--- config.mk ---
export PLATFORM = sky130hd
export DESIGN_NAME = wiper_nv_ctrl
export DESIGN_NICKNAME = d
export VERILOG_FILES = /design/src/rtl/wnv_pkg.sv /design/src/rtl/wnv_recall.sv /design/src/rtl/wnv_commit.sv /design/src/rtl/wnv_regfile.sv /design/src/rtl/wiper_nv_ctrl.sv
export SDC_FILE = /design/constraint.sdc
export NUM_CORES = 1
export LEC_CHECK = 0
export BUFFER_PORTS_ARGS = -buffer_cell sky130_fd_sc_hd__buf_4
export CORE_MARGIN = 8
export CORE_UTILIZATION = 40
export DETAILED_ROUTE_END_ITERATION = 10
export PLACE_DENSITY = 0.68
export SLEW_MARGIN = 10
export SYNTH_ARGS = -nofsm -noshare
export SYNTH_HDL_FRONTEND = slang
export SYNTH_SLANG_ARGS = --single-unit
--- constraint.sdc ---
create_clock -name clk -period 3.1 [get_ports clk]
set_clock_uncertainty 0.15 [all_clocks]
set_input_delay 0.93 -clock clk [delete_from_list [all_inputs] [get_ports clk]]
set_output_delay 0.93 -clock clk [all_outputs]
set_load 0.05 [all_outputs]
--- src/rtl/wnv_pkg.sv ---
// Shared address map and control-register bit positions for the wiper controller.
package wnv_pkg;
    localparam int ADDR_W       = 2;
    localparam int DATA_W       = 8;
    localparam logic [ADDR_W-1:0] ADDR_WIPER = 2'd0;
    localparam logic [ADDR_W-1:0] ADDR_CTRL  = 2'd2;
    localparam int CTRL_SEL_BIT = 7;   // 1: address 0 reaches the live wiper only
    localparam int CTRL_SD_BIT  = 6;   // 0: software shutdown
    localparam int CTRL_BSY_BIT = 5;   // read-only commit busy
endpackage

--- src/rtl/wnv_recall.sv ---
// Power-up recall sequencer.
// Counts consecutive cycles with supply-good high. On the RECALL_CYCLES-th
// such edge it pulses load_o and sets ready_o, which then holds until reset.
// Assumes RECALL_CYCLES >= 1.
module wnv_recall #(
    parameter int RECALL_CYCLES = 64
) (
    input  logic clk,
    input  logic rst_n,
    input  logic pwr_good_i,
    output logic load_o,
    output logic ready_o
);
    localparam int CNT_W = (RECALL_CYCLES > 1) ? $clog2(RECALL_CYCLES) : 1;
    localparam logic [CNT_W-1:0] LAST = CNT_W'(RECALL_CYCLES - 1);

    logic [CNT_W-1:0] cnt_q;
    logic             ready_q;

    // Load pulse on the final counted edge.
    assign load_o  = !ready_q && pwr_good_i && (cnt_q == LAST);
    assign ready_o = ready_q;

    // Count supply-good cycles, restart on a drop, latch ready at the end.
    always_ff @(posedge clk) begin
        if (!rst_n) begin
            cnt_q   <= '0;
            ready_q <= 1'b0;
        end else if (!ready_q) begin
            if (!pwr_good_i) begin
                cnt_q <= '0;
            end else if (load_o) begin
                ready_q <= 1'b1;
            end else begin
                cnt_q <= cnt_q + 1'b1;
            end
        end
    end


    ready_hold_chk: assert property (@(posedge clk) disable iff (!rst_n)
        ready_q |=> ready_q);
endmodule

--- src/rtl/wnv_commit.sv ---
// Self-timed commit interval timer.
// start_i opens a busy window of exactly COMMIT_CYCLES cycles. done_o pulses
// on the last busy cycle, which is when the retained register captures.
// Assumes start_i is only raised while idle.
module wnv_commit #(
    parameter int COMMIT_CYCLES = 4_000_000
) (
    input  logic clk,
    input  logic rst_n,
    input  logic start_i,
    output logic busy_o,
    output logic done_o
);
    localparam int CNT_W = (COMMIT_CYCLES > 1) ? $clog2(COMMIT_CYCLES) : 1;
    localparam logic [CNT_W-1:0] LAST = CNT_W'(COMMIT_CYCLES - 1);

    logic [CNT_W-1:0] cnt_q;
    logic             busy_q;

    assign busy_o = busy_q;
    assign done_o = busy_q && (cnt_q == LAST);

    // Run the busy window and close it after the programmed count.
    always_ff @(posedge clk) begin
        if (!rst_n) begin
            busy_q <= 1'b0;
            cnt_q  <= '0;
        end else if (busy_q) begin
            if (done_o) begin
                busy_q <= 1'b0;
            end else begin
                cnt_q <= cnt_q + 1'b1;
            end
        end else if (start_i) begin
            busy_q <= 1'b1;
            cnt_q  <= '0;
        end
    end


    busy_start_chk: assert property (@(posedge clk) disable iff (!rst_n)
        (!busy_q && !start_i) |=> !busy_q);
endmodule

--- src/rtl/wnv_regfile.sv ---
// Wiper, retained setting and control register with access routing.
// Writes need ready and no commit in progress. Address 0 goes to the retained
// setting (which also moves the wiper) or to the wiper alone, picked by the
// select bit. The retained register has no reset and keeps its contents across
// a warm reset; its power-on contents come from IVR_INIT.
module wnv_regfile
    import wnv_pkg::*;
#(
    parameter int               TAP_W    = 7,
    parameter logic [TAP_W-1:0] IVR_INIT = 7'h20
) (
    input  logic              clk,
    input  logic              rst_n,
    input  logic              ready_i,
    input  logic              load_i,
    input  logic              busy_i,
    input  logic              done_i,
    input  logic              wr_i,
    input  logic [ADDR_W-1:0] addr_i,
    input  logic [DATA_W-1:0] wdata_i,
    input  logic              stop_i,
    output logic              start_o,
    output logic [DATA_W-1:0] rdata_o,
    output logic [TAP_W-1:0]  wiper_o,
    output logic              sd_bit_o
);
    localparam logic [TAP_W-1:0] MID = TAP_W'(1 << (TAP_W - 1));
    localparam int PAD_W = DATA_W - TAP_W;

    logic [TAP_W-1:0] wiper_q;
    logic [TAP_W-1:0] ivr_q = IVR_INIT;
    logic [TAP_W-1:0] pend_q;
    logic             arm_q;
    logic             sel_q;
    logic             sd_q;
    logic             wr_ok;
    logic             wr_tap;
    logic             wr_ctrl;

    assign wr_ok   = wr_i && ready_i && !busy_i;
    assign wr_tap  = wr_ok && (addr_i == ADDR_WIPER);
    assign wr_ctrl = wr_ok && (addr_i == ADDR_CTRL);
    assign start_o = stop_i && arm_q && !busy_i;
    assign wiper_o = wiper_q;
    assign sd_bit_o = sd_q;

    // Live wiper: midscale on reset, recall on load, then bus writes.
    always_ff @(posedge clk) begin
        if (!rst_n) begin
            wiper_q <= MID;
        end else if (load_i) begin
            wiper_q <= ivr_q;
        end else if (wr_tap) begin
            wiper_q <= wdata_i[TAP_W-1:0];
        end
    end

    // Control bits: select and software shutdown.
    always_ff @(posedge clk) begin
        if (!rst_n) begin
            sel_q <= 1'b0;
            sd_q  <= 1'b1;
        end else if (wr_ctrl) begin
            sel_q <= wdata_i[CTRL_SEL_BIT];
            sd_q  <= wdata_i[CTRL_SD_BIT];
        end
    end

    // Commit staging: a retained-setting write arms, the end strobe disarms.
    always_ff @(posedge clk) begin
        if (!rst_n) begin
            arm_q  <= 1'b0;
            pend_q <= '0;
        end else begin
            if (stop_i) begin
                arm_q <= 1'b0;
            end
            if (wr_tap && !sel_q) begin
                arm_q  <= 1'b1;
                pend_q <= wdata_i[TAP_W-1:0];
            end
        end
    end

    // Retained setting captures at the end of the commit interval.
    always_ff @(posedge clk) begin
        if (done_i) begin
            ivr_q <= pend_q;
        end
    end

    // Read routing by address and select bit.
    always_comb begin
        rdata_o = '0;
        if (addr_i == ADDR_WIPER) begin
            rdata_o = {{PAD_W{1'b0}}, (sel_q ? wiper_q : ivr_q)};
        end else if (addr_i == ADDR_CTRL) begin
            rdata_o[CTRL_SEL_BIT] = sel_q;
            rdata_o[CTRL_SD_BIT]  = sd_q;
            rdata_o[CTRL_BSY_BIT] = busy_i;
        end
    end


    preset_mid_chk: assert property (@(posedge clk) disable iff (!rst_n)
        !ready_i |-> (wiper_q == MID));

    busy_lock_chk: assert property (@(posedge clk) disable iff (!rst_n)
        (busy_i && wr_i) |=> ($stable(wiper_q) && $stable(sel_q) && $stable(sd_q)));

    vol_no_arm_chk: assert property (@(posedge clk) disable iff (!rst_n)
        $rose(arm_q) |-> !$past(sel_q));
endmodule

--- src/rtl/wiper_nv_ctrl.sv ---
// Top of the potentiometer wiper controller.
// Wires the recall sequencer, the commit timer and the register file, and
// combines the shutdown pin with the shutdown bit. Assumes a synchronous
// front end that issues one-cycle write and end-of-transaction strobes.
module wiper_nv_ctrl
    import wnv_pkg::*;
#(
    parameter int               TAP_W         = 7,
    parameter int               RECALL_CYCLES = 64,
    parameter int               COMMIT_CYCLES = 4_000_000,
    parameter logic [TAP_W-1:0] IVR_INIT      = 7'h20
) (
    input  logic              clk,
    input  logic              rst_n,
    input  logic              pwr_good_i,
    input  logic              shdn_n_i,
    input  logic              acc_wr_i,
    input  logic [ADDR_W-1:0] acc_addr_i,
    input  logic [DATA_W-1:0] acc_wdata_i,
    input  logic              acc_stop_i,
    output logic [DATA_W-1:0] acc_rdata_o,
    output logic [TAP_W-1:0]  tap_o,
    output logic              shutdown_o,
    output logic              ready_o
);
    logic load;
    logic ready;
    logic busy;
    logic done;
    logic start;
    logic sd_bit;

    wnv_recall #(.RECALL_CYCLES(RECALL_CYCLES)) recall_i (
        .clk        (clk),
        .rst_n      (rst_n),
        .pwr_good_i (pwr_good_i),
        .load_o     (load),
        .ready_o    (ready)
    );

    wnv_commit #(.COMMIT_CYCLES(COMMIT_CYCLES)) commit_i (
        .clk     (clk),
        .rst_n   (rst_n),
        .start_i (start),
        .busy_o  (busy),
        .done_o  (done)
    );

    wnv_regfile #(.TAP_W(TAP_W), .IVR_INIT(IVR_INIT)) regs_i (
        .clk      (clk),
        .rst_n    (rst_n),
        .ready_i  (ready),
        .load_i   (load),
        .busy_i   (busy),
        .done_i   (done),
        .wr_i     (acc_wr_i),
        .addr_i   (acc_addr_i),
        .wdata_i  (acc_wdata_i),
        .stop_i   (acc_stop_i),
        .start_o  (start),
        .rdata_o  (acc_rdata_o),
        .wiper_o  (tap_o),
        .sd_bit_o (sd_bit)
    );

    assign ready_o    = ready;
    assign shutdown_o = !(shdn_n_i && sd_bit);


    pin_forces_sd_chk: assert property (@(posedge clk) disable iff (!rst_n)
        !shdn_n_i |-> shutdown_o);
endmodule

==> results of run 1 <==
[cell usage in the layout (no fill, tap or decap), types with 3 or more instances in the layout]
master	Yosys	layout
nand3_1	15	15
and2_1	4	4
a21oi_1	12	12
xor2_1	4	4
and3_1	8	8
o211a_1	6	6
o21ai_0	8	8
inv_1	4	4
clkbuf_8	0	5
mux2i_1	23	23
o21ai_1	3	3
a31oi_1	6	6
nand4_2	3	3
nand2_1	30	30
nor2_1	33	33
nand4_1	7	7
edfxtp_1	7	7
dfxtp_1	47	47
buf_4	2	34
nand2b_1	3	3
nor4_4	3	3
[power by group through the flow]
stage / clock (mW) / combinational (mW) / sequential, mW
floorplan: 0 / 0.0444 / 0.727
detailed placement: 0 / 0.0806 / 0.727
finish: 0.402 / 0.0806 / 0.711
global placement: 0 / 0.0801 / 0.727
CTS: 0.421 / 0.0808 / 0.711
global route: 0.450 / 0.0869 / 0.712
[critical path: cells and delay by family]
family                 cells  cell delay (ps)
buffers and inverters      2              340
AND/OR/NAND/NOR            2              470
[cells by family after synthesis]
kind of cell	count (synthesis)	share of synthesized area, %
buf+inv	14	2.34
xor+xnor	6	1.92
simple gates	129	27.9
fa+ha+maj	2	0.916
flops	54	42.1
mux	25	9.25
compound gates	58	15.5
[worst max-delay path by stage]
stage | startpoint | to | slack (ps) | cells past startpoint
finish | acc_addr_i[1] | acc_rdata_o[2] | 270 | 4
global route | regs_i.sel_q$_SDFFE_PN0P_ | acc_rdata_o[5] | 210 | 5
CTS | acc_addr_i[1] | acc_rdata_o[2] | 270 | 4
detailed placement | acc_addr_i[1] | acc_rdata_o[2] | 270 | 4
global placement | acc_addr_i[1] | acc_rdata_o[0] | 280 | 4
floorplan | acc_addr_i[1] | acc_rdata_o[0] | 30 | 3
[registers in the layout, summed over array words and instances (netlist names)]
register	cells
commit_i.busy_o	1
commit_i.cnt_q	22
recall_i.cnt_q	6
recall_i.ready_o	1
regs_i.arm_q	1
regs_i.ivr_q	7
regs_i.pend_q	7
regs_i.sd_bit_o	1
regs_i.sel_q	1
regs_i.wiper_o	7
[layer usage]
metal,wire length [um],share of wire [%],global-route usage [%],up-vias
li1,-,-,-,1129
met1,2890,48,16.0,1068
met2,2800,46,21.6,48
met3,271,4.5,3.31,9
met4,85,1.4,4.25,0
met5,0,0,0,-
[final cells by class]
class,count,area (um^2)
tap,80,100
timing repair buffer,34,255
inverter,4,15.0
sequential,54,1150
fill,648,3590
multi-input combinational,220,1520
clock inverter,3,25.0
clock buffer,5,68.8
[synth_stat cells, drive strengths merged (2+ instances only)]
master / n
o21ai: 12
or2: 2
nand3: 15
buf: 6
a31oi: 6
nand2: 31
nor4: 4
nor4b: 2
o211a: 6
mux2: 2
mux2i: 23
and3b: 2
a21oi: 13
a21boi: 2
nand4: 11
o31ai: 2
nor2b: 2
nand3b: 2
ha: 2
xor2: 4
clkbuf: 4
or3: 2
inv: 4
nand2b: 3
o22ai: 2
a41oi: 3
xnor2: 2
and4: 3
and3: 8
nor2: 35
edfxtp: 7
dfxtp: 47
a41o: 2
and2: 4
[per-stage QoR]
| step | hold slack, ps | total power [mW] | setup WS (ps) | util (%) |
|---|---|---|---|---|
| finish | 287 | 1.19 | 272 | 46.6 |
| detailed placement | 266 | 0.808 | 274 | 45.2 |
| floorplan | 258 | 0.771 | 34.1 | - |
| global placement | 262 | 0.807 | 284 | 45.2 |
| CTS | 290 | 1.21 | 273 | 46.6 |
| global route | 303 | 1.25 | 214 | 46.6 |
==> reports/qor.csv, run 1 <==
metric,value,unit
Comb pwr share,6.8,%
max-cap viol count,0,
Crit path largest cell delay,330,ps
post-route ant nets,0,
postcts setup bufs,0,
CP Capture Type,output port,
number of diodes,0,
min-delay src,regs_i.pend_q[0]$_SDFFE_PN0P_,
Bufs on Longest Clock Path,2,
Worst-Margin Slew,608,ps
CORE AREA,6720,um^2
Crit Path Class,primary input to output port,
hold depth,0,
Non-Filler Instances,400,
Post-synth ARST share,0,%
vias in the first global route,2202,
DP Area,3040,um^2
Hold Crit Endpoint,regs_i.ivr_q[0]$_DFFE_PP_,
layout cells sized above 1,19.1,%
Critical Path Source Type,primary input,
Yosys top cell area share,34.4,%
IO Pins,33,
Rel. slew slack,59.4,%
via count,2254,
Net Sw Frac,24.5,%
Synth cell types,64,
DIE AREA,9730,um^2
final RePlAce weighted congestion,0.837,
Worst-Skew Late Latency,310,ps
fin area,3130,um^2
CP max FO,7,
final worst-path cycle share,91.2,%
Psw,292,uW
Clk pwr share,33.7,%
hold buffers post-CTS,0,
Fin Setup TNS,0,ps
FMAX,354,MHz
Main synth FF type,dfxtp_1,
Mapped Area,2730,um^2
Pre-antenna DRT Iters,4,
Setup-failing EPs final,0,
port bufs,32,
final wirelength,6050,um
LEAKAGE,1.25,nW
WL/cell,15.1,um
Synth Register Bits,54,
total CTS buffers,5,
"Cell Chain, Critical Path",buf_4 > or2_1 > nor2_1 > buf_4,
Reg2Reg Launch Point,commit_i.cnt_q[0]$_SDFFE_PN0P_,
drt drc,0,
Peak VDD IR,0.000173,V
DIE WIDTH,98.6,um
"area leader, netlist",dfxtp_1,
largest net degree at the start of global routing,22,
initial drt markers,107,
Critical Path AT,1750,ps
outcome,completed,
dpl hpwl,4390,um
post-route minimum period,2830,ps
synth top area cells,"dfxtp_1 34%, mux2i_1 8.4%, edfxtp_1 7.7%",
worst min path class,register to register,
placed cells,392,
Mean Syn Cell Area,9.48,um^2
CTS sink cnt,54,
first-pass GRT wire length,10500,um
power density cells,381,nW/um^2
num rows,30,
Total Routing Usage GR,13.0,%
Slew Limit Fails,0,
clock-pin slew on the worst setup and hold paths,90,ps
die span in y,98.6,um
CP most frequent cell,buf_4,
Final Net Count,337,
Post-synth EDFFs,7,
effective utilization at floorplan,40.7,%
final hold vios,0,
initial antenna violation count,0,
synth warn,0,
Reg power frac,59.6,%
H-Tree Depth,2,
register area share after synthesis,42.1,%
Syn Nets,306,
Via-to-Cell Ratio,5.64,
global route overflow,0,
CTS tree,built,
Reg-to-Reg End,regs_i.ivr_q[0]$_DFFE_PP_,
Synth Instances,288,
Layout Area Growth over Synthesis,14.7,%
worst endpoint required time,2020,ps
clock root buffer,clkbuf_8,
RSZ-0062 raised after global routing,false,
Int Power,901,uW
Crit-path slowest cell,or2_1,
worst reg-to-reg path cell count,4,
post-cts resize count,0,
Reg2Reg Setup Slack,830,ps
Note: power is estimated with default switching activity, not from simulation.
==> run 2: changes to the inputs <==
--- a/config.mk
+++ b/config.mk
@@ -5,6 +5,7 @@
 export SDC_FILE = /design/constraint.sdc
 export NUM_CORES = 1
 export LEC_CHECK = 0
+export ABC_AREA = 1
 export BUFFER_PORTS_ARGS = -buffer_cell sky130_fd_sc_hd__buf_4
 export CORE_MARGIN = 8
 export CORE_UTILIZATION = 40
==> run 2 against run 1 <==
Non-clock buffer count stayed put. Routed wire length is 18% higher. Worst hold slack better by 2.1 ps. Cell area is 7.8% higher. First-iteration DRC count is 71% higher. Clock power is 23% higher. Setup slack worse by 14 ps. Die area is 7.5% higher. Global-route usage is 0.95 points higher. Cell count is 41% higher. Maximum frequency is 0.50% lower. Critical path type unchanged. Critical endpoint unchanged. Largest cell class unchanged. Highest routed layer unchanged.
==> reports/qor.csv, run 2 <==
metric,value,unit
outcome,completed,
WL/cell,12.6,um
"count leader, synth",nand2_1,
Layout Area Growth over Synthesis,13.5,%
initial antenna violation count,0,
Post-synth EDFFs,7,
"area leader, netlist",dfxtp_1,
worst reg-to-reg path cell count,8,
"commonest non-fill, non-tap cell in the layout",nand2_1,
Critical Path AT,1760,ps
H-Tree Depth,2,
first-pass GRT wire length,11900,um
register area share after synthesis,38.7,%
Slew Limit Fails,0,
layout cells sized above 1,15.9,%
max-cap viol count,0,
Clk pwr share,39.0,%
Synth cell types,36,
num rows,31,
Reg2Reg Launch Point,recall_i.cnt_q[0]$_SDFFE_PN0P_,
final wirelength,7130,um
vias in the first global route,2601,
Largest register FFs,22,
Critical Path Source Type,primary input,
global route overflow,0,
clock-pin slew on the worst setup and hold paths,100,ps
LEAKAGE,1.35,nW
Via-to-Cell Ratio,4.89,
effective utilization at floorplan,41.3,%
xor-xnor portion of the synthesized cell area,1.18,%
CP Capture Type,output port,
total CTS buffers,5,
Mapped Area,2980,um^2
worst min path class,register to register,
"top cells by count, synth","111 x nand2_1, 51 x inv_1, 49 x nor2_1",
IO Pins,33,
Synth Register Bits,54,
initial drt markers,183,
port bufs,32,
"Most flops, register",commit_i.cnt_q,
Reg power frac,56.0,%
Synth Instances,437,
post-synthesis mux area share,0,%
RSZ-0062 raised after global routing,false,
Crit Path Class,primary input to output port,
post-route minimum period,2840,ps
largest net degree at the start of global routing,29,
Syn Nets,455,
die span in y,102,um
Bufs on Longest Clock Path,2,
Worst-Margin Slew,595,ps
Comb pwr share,5.0,%
Net Sw Frac,22.7,%
hold buffers post-CTS,0,
clock root buffer,clkbuf_8,
overall power,1.26,mW
Pre-antenna DRT Iters,4,
Worst-Skew Late Latency,300,ps
fill count,761,
largest family of logic cells by synthesized area,simple AND/OR/NAND/NOR gates,
Rel. slew slack,59.9,%
Non-Filler Instances,565,
Reg2Reg Setup Slack,1080,ps
area used by multi-input combinational logic,1520,um^2
number of diodes,0,
post-route ant nets,0,
final worst-path cycle share,91.7,%
simple-gate share of the synthesized area,34.8,%
Psw,287,uW
CP max FO,5,
Yosys top cell area share,31.6,%
fin area,3380,um^2
post-synthesis adder-cell area fraction,0.841,%
CTS tree,built,
dpl hpwl,5340,um
Main synth FF type,dfxtp_1,
placed cells,557,
worst endpoint required time,2020,ps
DP Area,3260,um^2
synth warn,0,
most frequent cells in the layout,"111 x nand2_1, 51 x inv_1, 49 x nor2_1",
Int Power,977,uW
Fin Setup TNS,0,ps
power density cells,374,nW/um^2
DIE WIDTH,102,um
post-cts resize count,0,
postcts setup bufs,0,
final RePlAce weighted congestion,0.919,
Final Net Count,483,
drt drc,0,
synth top area cells,"dfxtp_1 32%, nand2_1 14%, edfxtp_1 7.1%",
CORE AREA,7210,um^2
final hold vios,0,
Peak VDD IR,0.000191,V
Post-synth ARST share,0,%
FMAX,352,MHz
critical path startpoint,acc_addr_i[1],
CTS sink cnt,54,
Mean Syn Cell Area,6.81,um^2
CP endpoint,acc_rdata_o[2],
Reg-to-Reg End,recall_i.cnt_q[3]$_SDFFE_PN0P_,
Sequential Area,1150,um^2
Setup-failing EPs final,0,
via count,2762,
DIE AREA,10500,um^2
post-synthesis compound-gate area fraction,14.4,%
fin util,46.8,%
Total Routing Usage GR,14.0,%
==> run 2: power by group through the flow <==
stage / Sequential, mW / Clock [mW] / Combinational [mW]
floorplan: 0.724 / 0 / 0.0344
global placement: 0.724 / 0 / 0.0628
detailed placement: 0.724 / 0 / 0.0638
CTS: 0.708 / 0.506 / 0.0639
global route: 0.708 / 0.540 / 0.0692
finish: 0.708 / 0.493 / 0.0636
==> run 2: layout make-up <==
type                    count  area share, %
multi-input cells         315           45.1
flip-flops and latches     54           34.1
repair buffers             34           7.56
inverters                  55           6.11
well taps                  99           3.67
clock buffers               5           2.04
clock inverters             3           1.41
==> run 2: cells by family (layout without fill, tap and decap cells) <==
logic type	Yosys count	in the layout
compound gates	77	77
xor+xnor	4	4
fa+ha+maj	2	2
buf+inv	68	97
flops	54	54
simple gates	232	232
==> run 2: worst max-delay path, cell delays in order <==
cell,delay (ps)
buf_4,110
nor2_1,220
inv_1,140
a21oi_1,140
buf_4,220
==> run 2: how the worst min path moves through the flow <==
stage	from	to	cells after the start
floorplan	regs_i.pend_q[0]$_SDFFE_PN0P_	regs_i.ivr_q[0]$_DFFE_PP_	0
global placement	regs_i.pend_q[2]$_SDFFE_PN0P_	regs_i.ivr_q[2]$_DFFE_PP_	0
detailed placement	regs_i.pend_q[0]$_SDFFE_PN0P_	regs_i.ivr_q[0]$_DFFE_PP_	0
CTS	regs_i.pend_q[4]$_SDFFE_PN0P_	regs_i.ivr_q[4]$_DFFE_PP_	0
global route	regs_i.pend_q[4]$_SDFFE_PN0P_	regs_i.ivr_q[4]$_DFFE_PP_	0
finish	regs_i.pend_q[4]$_SDFFE_PN0P_	regs_i.ivr_q[4]$_DFFE_PP_	0
==> run 2: metrics by stage <==
step           setup WS (ps)  hold slack [ps]
5_1_grt                  152              302
4_1_cts                  255              294
3_5_place_dp             247              266
6_report                 258              289
2_1_floorplan           7.99              258
3_3_place_gp             288              262
==> run 2: metal layers <==
| metal | share of wire, % | wire (um) | track usage (%) |
|---|---|---|---|
| met4 | 1.5 | 107 | 4.40 |
| met1 | 47 | 3380 | 17.6 |
| met2 | 48 | 3410 | 23.6 |
| met5 | 0 | 0 | 0 |
| met3 | 3.2 | 226 | 2.11 |
